### config.mk
export PLATFORM = sky130hd
export DESIGN_NAME = scan_sync_ctrl
export DESIGN_NICKNAME = d
export VERILOG_FILES = /design/src/rtl/scan_sync_pkg.sv /design/src/rtl/sync2.sv /design/src/rtl/pause_qualifier.sv /design/src/rtl/start_detect.sv /design/src/rtl/test_decode.sv /design/src/rtl/scan_sync_ctrl.sv
export SDC_FILE = /design/constraint.sdc
export NUM_CORES = 1
export LEC_CHECK = 0
export ABC_AREA = 1
export BUFFER_PORTS_ARGS = -buffer_cell sky130_fd_sc_hd__buf_2
export CAP_MARGIN = 10
export CORE_MARGIN = 2
export CORE_UTILIZATION = 40
export CTS_CLUSTER_DIAMETER = 30
export DETAILED_ROUTE_END_ITERATION = 8
export PLACE_DENSITY = 0.69
export SLEW_MARGIN = 20
export SYNTH_ARGS = -nofsm -noshare
export SYNTH_HDL_FRONTEND = slang
export SYNTH_HIERARCHICAL = 1
export SYNTH_SLANG_ARGS = --single-unit
### constraint.sdc
create_clock -name clk -period 1.1 [get_ports clk]
set_clock_uncertainty 0.15 [all_clocks]
set_input_delay 0.22 -clock clk [delete_from_list [all_inputs] [get_ports clk]]
set_output_delay 0.22 -clock clk [all_outputs]
set_load 0.02 [all_outputs]
### src/rtl/scan_sync_pkg.sv
package scan_sync_pkg;
    typedef enum logic [1:0] {
        ST_IDLE  = 2'd0,
        ST_ARM   = 2'd1,
        ST_SENSE = 2'd2
    } seq_state_e;
endpackage

### src/rtl/sync2.sv
module sync2 #(
    parameter int WIDTH = 1
) (
    input  logic             clk,
    input  logic             rst_n,
    input  logic [WIDTH-1:0] d,
    output logic [WIDTH-1:0] q
);
    logic [WIDTH-1:0] meta;

    always_ff @(posedge clk or negedge rst_n) begin
        if (!rst_n) begin
            meta <= '0;
            q    <= '0;
        end else begin
            meta <= d;
            q    <= meta;
        end
    end
endmodule

### src/rtl/pause_qualifier.sv
module pause_qualifier (
    input  logic clk,
    input  logic rst_n,
    input  logic strobe_s,
    input  logic pause_s,
    output logic freeze
);
    logic strobe_q;
    logic pause_req;

    // strobe_q marks the cycle after the strobe: the only cycle pause is taken
    always_ff @(posedge clk or negedge rst_n) begin
        if (!rst_n) begin
            strobe_q  <= 1'b0;
            pause_req <= 1'b0;
        end else begin
            strobe_q <= strobe_s;
            if (strobe_q) begin
                pause_req <= pause_s;
            end
        end
    end

    // half-cycle retiming: freeze moves on the falling edge
    always_ff @(negedge clk or negedge rst_n) begin
        if (!rst_n) begin
            freeze <= 1'b0;
        end else begin
            freeze <= pause_req;
        end
    end
endmodule

### src/rtl/start_detect.sv
module start_detect (
    input  logic clk,
    input  logic rst_n,
    input  logic start_s,
    input  logic freeze,
    input  logic consume,
    output logic start_go
);
    logic start_prev;
    logic pending;
    logic fall;

    assign fall     = start_prev & ~start_s;
    assign start_go = fall | pending;

    always_ff @(posedge clk or negedge rst_n) begin
        if (!rst_n) begin
            start_prev <= 1'b0;
            pending    <= 1'b0;
        end else begin
            start_prev <= start_s;
            if (consume) begin
                pending <= 1'b0;
            end else if (fall && freeze) begin
                pending <= 1'b1;
            end
        end
    end
endmodule

### src/rtl/test_decode.sv
module test_decode (
    input  logic [2:0] test_ctl,
    output logic       test_active,
    output logic       lin_test,
    output logic       unif_test
);
    always_comb begin
        test_active = ~test_ctl[0];
        lin_test    = ~test_ctl[0] & test_ctl[1];
        unif_test   = ~test_ctl[0] & test_ctl[2];
    end
endmodule

### src/rtl/scan_sync_ctrl.sv
module scan_sync_ctrl
    import scan_sync_pkg::*;
#(
    parameter int GATE_CYCLES = 8,
    parameter int CNT_W       = (GATE_CYCLES > 1) ? $clog2(GATE_CYCLES) : 1
) (
    input  logic             clk,
    input  logic             rst_n,
    input  logic             start_in,
    input  logic             pause_in,
    input  logic             pause_strobe,
    input  logic [2:0]       test_ctl,
    output logic             sense_gate,
    output logic             freeze,
    output logic [CNT_W-1:0] seq_count,
    output logic             test_active,
    output logic             lin_test,
    output logic             unif_test
);
    localparam logic [CNT_W-1:0] LAST = CNT_W'(GATE_CYCLES - 1);

    logic [2:0]       raw_in;
    logic [2:0]       syn_in;
    logic             start_go;
    logic             consume;
    seq_state_e       state, state_nxt;
    logic [CNT_W-1:0] cnt, cnt_nxt;

    assign raw_in = {start_in, pause_in, pause_strobe};

    sync2 #(.WIDTH(3)) u_sync (
        .clk   (clk),
        .rst_n (rst_n),
        .d     (raw_in),
        .q     (syn_in)
    );

    pause_qualifier u_pause (
        .clk      (clk),
        .rst_n    (rst_n),
        .strobe_s (syn_in[0]),
        .pause_s  (syn_in[1]),
        .freeze   (freeze)
    );

    start_detect u_start (
        .clk      (clk),
        .rst_n    (rst_n),
        .start_s  (syn_in[2]),
        .freeze   (freeze),
        .consume  (consume),
        .start_go (start_go)
    );

    test_decode u_test (
        .test_ctl    (test_ctl),
        .test_active (test_active),
        .lin_test    (lin_test),
        .unif_test   (unif_test)
    );

    assign consume = (state == ST_IDLE) && !freeze && start_go;

    // state register
    always_ff @(posedge clk or negedge rst_n) begin
        if (!rst_n) begin
            state <= ST_IDLE;
            cnt   <= '0;
        end else begin
            state <= state_nxt;
            cnt   <= cnt_nxt;
        end
    end

    // next state
    always_comb begin
        state_nxt = state;
        cnt_nxt   = cnt;
        unique case (state)
            ST_IDLE: begin
                cnt_nxt = '0;
                if (!freeze && start_go) begin
                    state_nxt = ST_ARM;
                end
            end
            ST_ARM: begin
                if (!freeze) begin
                    state_nxt = ST_SENSE;
                end
            end
            ST_SENSE: begin
                if (!freeze) begin
                    if (cnt == LAST) begin
                        state_nxt = ST_IDLE;
                        cnt_nxt   = '0;
                    end else begin
                        cnt_nxt = cnt + 1'b1;
                    end
                end
            end
            default: begin
                state_nxt = ST_IDLE;
                cnt_nxt   = '0;
            end
        endcase
    end

    // outputs
    always_comb begin
        sense_gate = (state == ST_SENSE);
        seq_count  = cnt;
    end
endmodule

# Word-level counts from Yosys, hierarchy flattened
# Index checks and enable logic that the tools add are counted.
# totals
register_bits,16
inputBits,8
out_inout_bits,8
wordCells,43
# classes
add_sub_neg,1
n_eq_ne,7
mux,10
n_bitwise,7
reduce_logical,9
# op_table
operator,n
2-bit two-way mux,4
3-bit two-way mux,2
2-bit one-hot mux with 3 select lines,1
3-bit one-hot mux with 2 select lines,1
1-bit logical AND,4
2-bit by 1-bit != test with 1-bit output (second input constant),2
2-bit != test (second input constant),2
4-bit AND reduction,1
3-bit by 1-bit adder with 3-bit output (second input constant),1
1-bit AND,3
3-bit equality test (second input constant),1
1-bit inverter,3
2-bit by 1-bit equality test with 1-bit output (second input constant),1
2-bit equality test (second input constant),1
2-bit zero test,1
1-bit two-way mux,2
2-bit AND reduction,1
2-bit nonzero test,1
1-bit zero test,1
1-bit OR,1

# Longest topological paths before layout
# Gate-level depths: netlist of the first run.
# logic_depth
depth_word,6
ltp_mapped,7
depth_no_buf,7

# Modules after synthesis
# The synthesis of the first run kept the hierarchy.
# modules_own_cells
mod,instances,cells_each,area_each_um2,seq_area_each_um2
scan_sync_ctrl,1,31,262.8,125.1
sync2,1,6,150.1,150.1
pause_qualifier,1,7,90.1,75.1
start_detect,1,7,73.8,50.0
test_decode,1,5,18.8,0.0

==> results of run 1 <==
[worst register-to-register path: stages, from the launching register on]
cell and delay, ns:
dfrtn_1 0.46, buf_4 0.15, inv_2 0.06, nand2_2 0.07, nor2_1 0.04, o21bai_1 0.15
nor2_1 0.09
[registers in the layout, summed over array words and instances (netlist names)]
| signal | flops |
|---|---|
| seq_count | 3 |
| u_pause/freeze | 1 |
| state | 2 |
| u_pause/strobe_q | 1 |
| u_sync/q | 3 |
| u_pause/pause_req | 1 |
| u_sync/meta | 3 |
| u_start/pending | 1 |
| u_start/start_prev | 1 |
[layout make-up]
type                       instances  area, sq um  share of cell area [%]
timing repair buffer              32        255.2                   28.10
multi-input combinational         30        160.2                   17.63
clock buffer                       4        36.28                   3.994
tap                               15        18.77                   2.066
inverter                          10        37.54                   4.132
sequential                        16        400.4                   44.08
[synthesized netlist by cell type, drive strengths merged]
master / number
o22ai: 1
nand2: 13
ha: 2
nor2: 6
o21ai: 2
dfrtp: 15
a21oi: 1
o21bai: 1
inv: 10
dfrtn: 1
nand3: 2
nand4: 2
[metrics by stage]
| stage | cell area, sq um | TNS, ns | hold WS (ns) | utilization (%) | cells |
|---|---|---|---|---|---|
| finish | 908.4 | -4.775 | 0.2034 | 67.28 | 107 |
| global route | 908.4 | -5.296 | 0.2224 | 67.28 | 107 |
| CTS | 893.4 | -4.741 | 0.2074 | 66.17 | 105 |
| detailed placement | 721.9 | -3.302 | 0.05188 | 53.48 | 90 |
| global placement | 721.9 | -3.238 | 0.04789 | 53.48 | 90 |
| floorplan | 598.1 | -3.643 | -0.2256 | - | 56 |
[cell families after synthesis]
group / count (synthesis) / share of synthesized area, %
compound gates: 5 / 4.832
simple gates: 23 / 17.44
fa+ha+maj: 2 / 4.201
buf+inv: 10 / 6.303
flops: 16 / 67.23
[report_power, final]
group / internal, mW / leakage (nW) / switching (mW)
Sequential: 0.667 / 0.198 / 0.0533
Clock: 0.201 / 0.0210 / 0.167
Combinational: 0.353 / 0.289 / 0.299
Total: 1.22 / 0.508 / 0.519
[routing by layer]
metal | share of wire (%) | routed length, um | up-vias
met4 | 0 | 0 | 0
li1 | - | - | 247
met1 | 42 | 440 | 228
met2 | 55 | 572 | 10
met5 | 0 | 0 | -
met3 | 2.7 | 28 | 0
[repair_timing]
item                                    4_1_cts  5_1_grt
hold endpoints to repair                     19        0
buffers inserted                              7        2
gates resized for setup                      15        0
endpoints found under the setup margin       12       12
pin swaps                                     1        0
hold buffers                                  4        0
[final timing paths]
kind	startpoint	to	slack (ns)	depth (start not counted)
max in group asynchronous	rst_n	u_pause/freeze	0.14	2
min reg2reg	u_sync/meta[1]	u_sync/q[1]	0.20	0
max	u_pause/freeze	freeze	-0.70	1
min in group asynchronous	rst_n	u_sync/meta[0]	0.28	3
min	u_sync/meta[1]	u_sync/q[1]	0.20	0
max reg2reg	u_pause/freeze	u_start/pending	-0.69	6
==> impl_metrics.toml, run 1 <==
[run_status]
outcome = "complete, but fails checks"
failed_checks = "negative setup slack"

[critical_path]
end_kind = "primary output"
cp_max_fo = 3
slowest_stage = "dfrtn_1"
path_delay_family = "flip-flops"
worstPathCellList = "buf_6"
worstPathArrival_ns = 1.43
cp_slowest_stage_delay_ns = 0.46
cp.required_ns = 0.73
startpoint_type = "flip-flop"
path_class = "reg -> out"
critPathBufInv = 1

[final_layout]
nFillCells = 94
layout_common_cells = "dfrtp_1, nand2_1, buf_2, buf_4, buf_6"
antenna_cells = 0
drive_gt1_share_pct = 41.30
final_common_cell = "dfrtp_1"
nets = 103
area_delta_synth_final_pct = 52.52

[floorplanning]
dieArea_sq_mm = 0.001813
fp.coreArea_sq_mm = 0.001350
die_w_um = 42.59
die_y_um = 42.59
initial_utilization_pct = 44.11
io_pins = 16
rows = 13

[cts]
cts_tree = "done"
path_clk_slew_ns = 0.08
cts_sinks = 16
htreeDepth = 1
clockBufferDepth = 2
clockRootBuffer = "clkbuf_4"
numCtsBuffers = 3
clock_latency_ns = 0.28

[timing]
worst_slack_ns = -0.6993
worst_pin_slew_ns = 0.1828
max_slew_margin_pct = 87.82
setup_viol = 12
rsz0062_at_grt = "yes"
hold_viol = 0
slew_violations = 0

[min_path]
worstHoldPathType = "reg -> reg"

[synth]
synth_cell_types = 15
synth_nets = 66
syn_avg_cell_area_sq_um = 10.64
syn_area_sq_um = 595.6
yosysTopAreaCellShare_pct = 63.03
yosysWarnings = 6
synth_seq_cells = 16
yosysSeqAreaShare_pct = 67.23
yosys.area.top_type = "dfrtp_1"
ys_top_cells_by_area = "dfrtp_1, nand2_1, inv_1, dfrtn_1, ha_1"
synthCells = 56

[flow_run]
drv_cap = 0

[routing]
routedWlPerCell_um = 9.729
drc_errors = 0
vias = 485
routed_wl_mm = 1.041
drtIter0Drc = 7
firstDrtPassIters = 3
vias_per_cell = 4.533
ant_nets = 0

[grt]
grt_util_met2_pct = 26.46
grt_first_pass_wirelength_mm = 1.869
met1_usage_pct = 14.41
grt.overflow.total = 0
met3_usage_pct = 2.586
grt_pass1_vias = 502
grtUsageTotal_pct = 14.35
top_usage_layer = "met2"
grt_antenna_before_repair = 0
grt_max_degree = 16

[power_and_ir_drop]
p_per_area_mw_per_mm2 = 1915
ir_drop_mv = 0.8735
p_leak_nw = 0.5075
power_mw = 1.740

[placed_design]
gp_congestion = 0.8009
hpwl_um = 746.1
port_buffers = 15
dp_slack_ns = -0.5864
Power figures use the tool's default switching activity.
==> inputs of run 2 (changes only) <==
- PLACE_DENSITY: 0.69 -> 0.66
- clock period: 1.1 -> 2.1 ns (I/O delays scaled with it)
==> run 2 against run 1 <==
Against the previous run: the run still ends with negative setup slack left; clock-buffer cell count unchanged; highest routed layer unchanged; critical path depth unchanged; via count down 10%; worst setup slack gained 0.33 ns; flip-flop and latch count unchanged; global-route usage down 2.1 points; cell area fell by 13%; largest power group unchanged; largest cell class unchanged; hold slack got worse by 0.11 ns.
==> impl_metrics.toml, run 2 (synthesis gave the netlist of run 1 again) <==
[critical_path]
end_kind = "primary output"
reg2reg_depth = 7
path_delay_family = "flip-flops"
cp_slowest_stage_delay_ns = 0.44
startpoint_type = "flip-flop"
slowest_stage = "dfrtn_1"
worstPathCellList = "buf_6"
critPathBufInv = 1
cp.required_ns = 1.53
crit_cells = 1
r2r_start = "u_pause/freeze"
rrSetupSlack_ns = -0.18
path_class = "reg -> out"
endpoint = "freeze"
worst_r2r_endpoint = "u_start/pending"
worstPathArrival_ns = 1.90
cp_max_fo = 2
worstSetupStartpoint = "u_pause/freeze"

[final_layout]
final_common_cell = "dfrtp_1"
nFillCells = 116
finalNonFillerCells = 96
nets = 92
area_delta_synth_final_pct = 32.98
final_util_pct = 58.67
layout_common_cells = "dfrtp_1, buf_2, nand2_1"
antenna_cells = 0
drive_gt1_share_pct = 38.27

[routing]
routed_wl_um = 955
drc_errors = 0
vias_per_cell = 4.542
vias = 436
ant_nets = 0
firstDrtPassIters = 3
routedWlPerCell_um = 9.948
drtIter0Drc = 4

[placed_design]
dp_cells = 88
hpwl_um = 701.2
gp_congestion = 0.7995
port_buffers = 15
dp_slack_ns = -0.07231

[power_and_ir_drop]
p_leak_nw = 0.4497
power_uw = 792.6
ir_drop_mv = 0.5207
p_per_area_mw_per_mm2 = 1001

[cts]
path_clk_slew_ns = 0.08
numCtsBuffers = 3
cts_tree = "done"
cts_sinks = 16
clockBufferDepth = 2
htreeDepth = 1
clockRootBuffer = "clkbuf_4"
clock_latency_ns = 0.29

[floorplanning]
die_w_um = 42.59
dieArea_sq_mm = 0.001813
die_y_um = 42.59
initial_utilization_pct = 44.11
rows = 13
fp.coreArea_sq_mm = 0.001350
io_pins = 16

[grt]
top_usage_layer = "met2"
grt_antenna_before_repair = 0
grt_first_pass_wirelength_mm = 1.614
met1_usage_pct = 13.77
grtUsageTotal_pct = 12.25
grt_pass1_vias = 412
grt_max_degree = 16
grt_util_met2_pct = 19.38
grt.overflow.total = 0
met3_usage_pct = 7.759

[timing]
rsz0062_at_grt = "yes"
setup_viol = 7
slew_violations = 0
worst_pin_slew_ns = 0.1866
fin_setup_tns_ns = -1.018
worst_slack_ns = -0.3718
max_slew_margin_pct = 87.56
hold_viol = 0

[min_path]
hp-start = "pause_in"
min_path_cells = 1
worstHoldPathType = "in -> reg"

[run_status]
failed_checks = "negative setup slack"
outcome = "complete, but fails checks"

[flow_run]
drv_cap = 0
[run 2: per-layer routing]
metal | part of all wire (%) | wire length [um] | vias to the layer above
li1 | - | - | 226
met2 | 47 | 453 | 16
met1 | 46 | 438 | 194
met4 | 0 | 0 | 0
met3 | 6.5 | 62 | 0
met5 | 0 | 0 | -
[run 2: worst register-to-register path: stages, from the launching register on]
cell and delay [ns]:
dfrtn_1 0.44, buf_4 0.12, buf_6 0.11, inv_4 0.04, nand2_2 0.06, nor2_1 0.03
o21bai_1 0.14, nor2_1 0.08
[run 2: cell type report]
type	instances	area [sq um]	area share [%]
Multi-Input combinational cell	30	163.9	20.70
Tap cell	15	18.77	2.370
Clock buffer	4	36.28	4.581
Inverter	10	40.04	5.055
Timing Repair Buffer	21	132.6	16.75
Sequential cell	16	400.4	50.55
[run 2: how the worst min path moves through the flow]
stage | endpoint | slack (ns)
3_3_place_gp | u_sync/q[1] | 0.18
4_1_cts | u_sync/meta[0] | 0.08
3_5_place_dp | u_pause/strobe_q | 0.19
5_1_grt | u_sync/meta[2] | 0.06
6_report | u_sync/meta[1] | 0.1
2_1_floorplan | seq_count[0] | -0.03
[run 2: timing repair]
action,4_1_cts,5_1_grt
hold buffers,1,0
resized for setup,2,5
hold endpoints to repair,15,0
setup endpoints to repair,2,7
buffers inserted,0,3
[run 2: stage by stage]
step	instance area [sq um]	hold slack [ns]
after CTS	759.5	0.08299
after global placement	706.9	0.1822
after detailed placement	706.9	0.1879
after floorplan	598.1	-0.02559
final	792.0	0.09624
after global routing	792.0	0.06420
[run 2: power by group]
part           switching, mW  total [mW]  internal [mW]
clock network         0.0915       0.197          0.105
registers             0.0358       0.385          0.349
logic                  0.128       0.211         0.0825
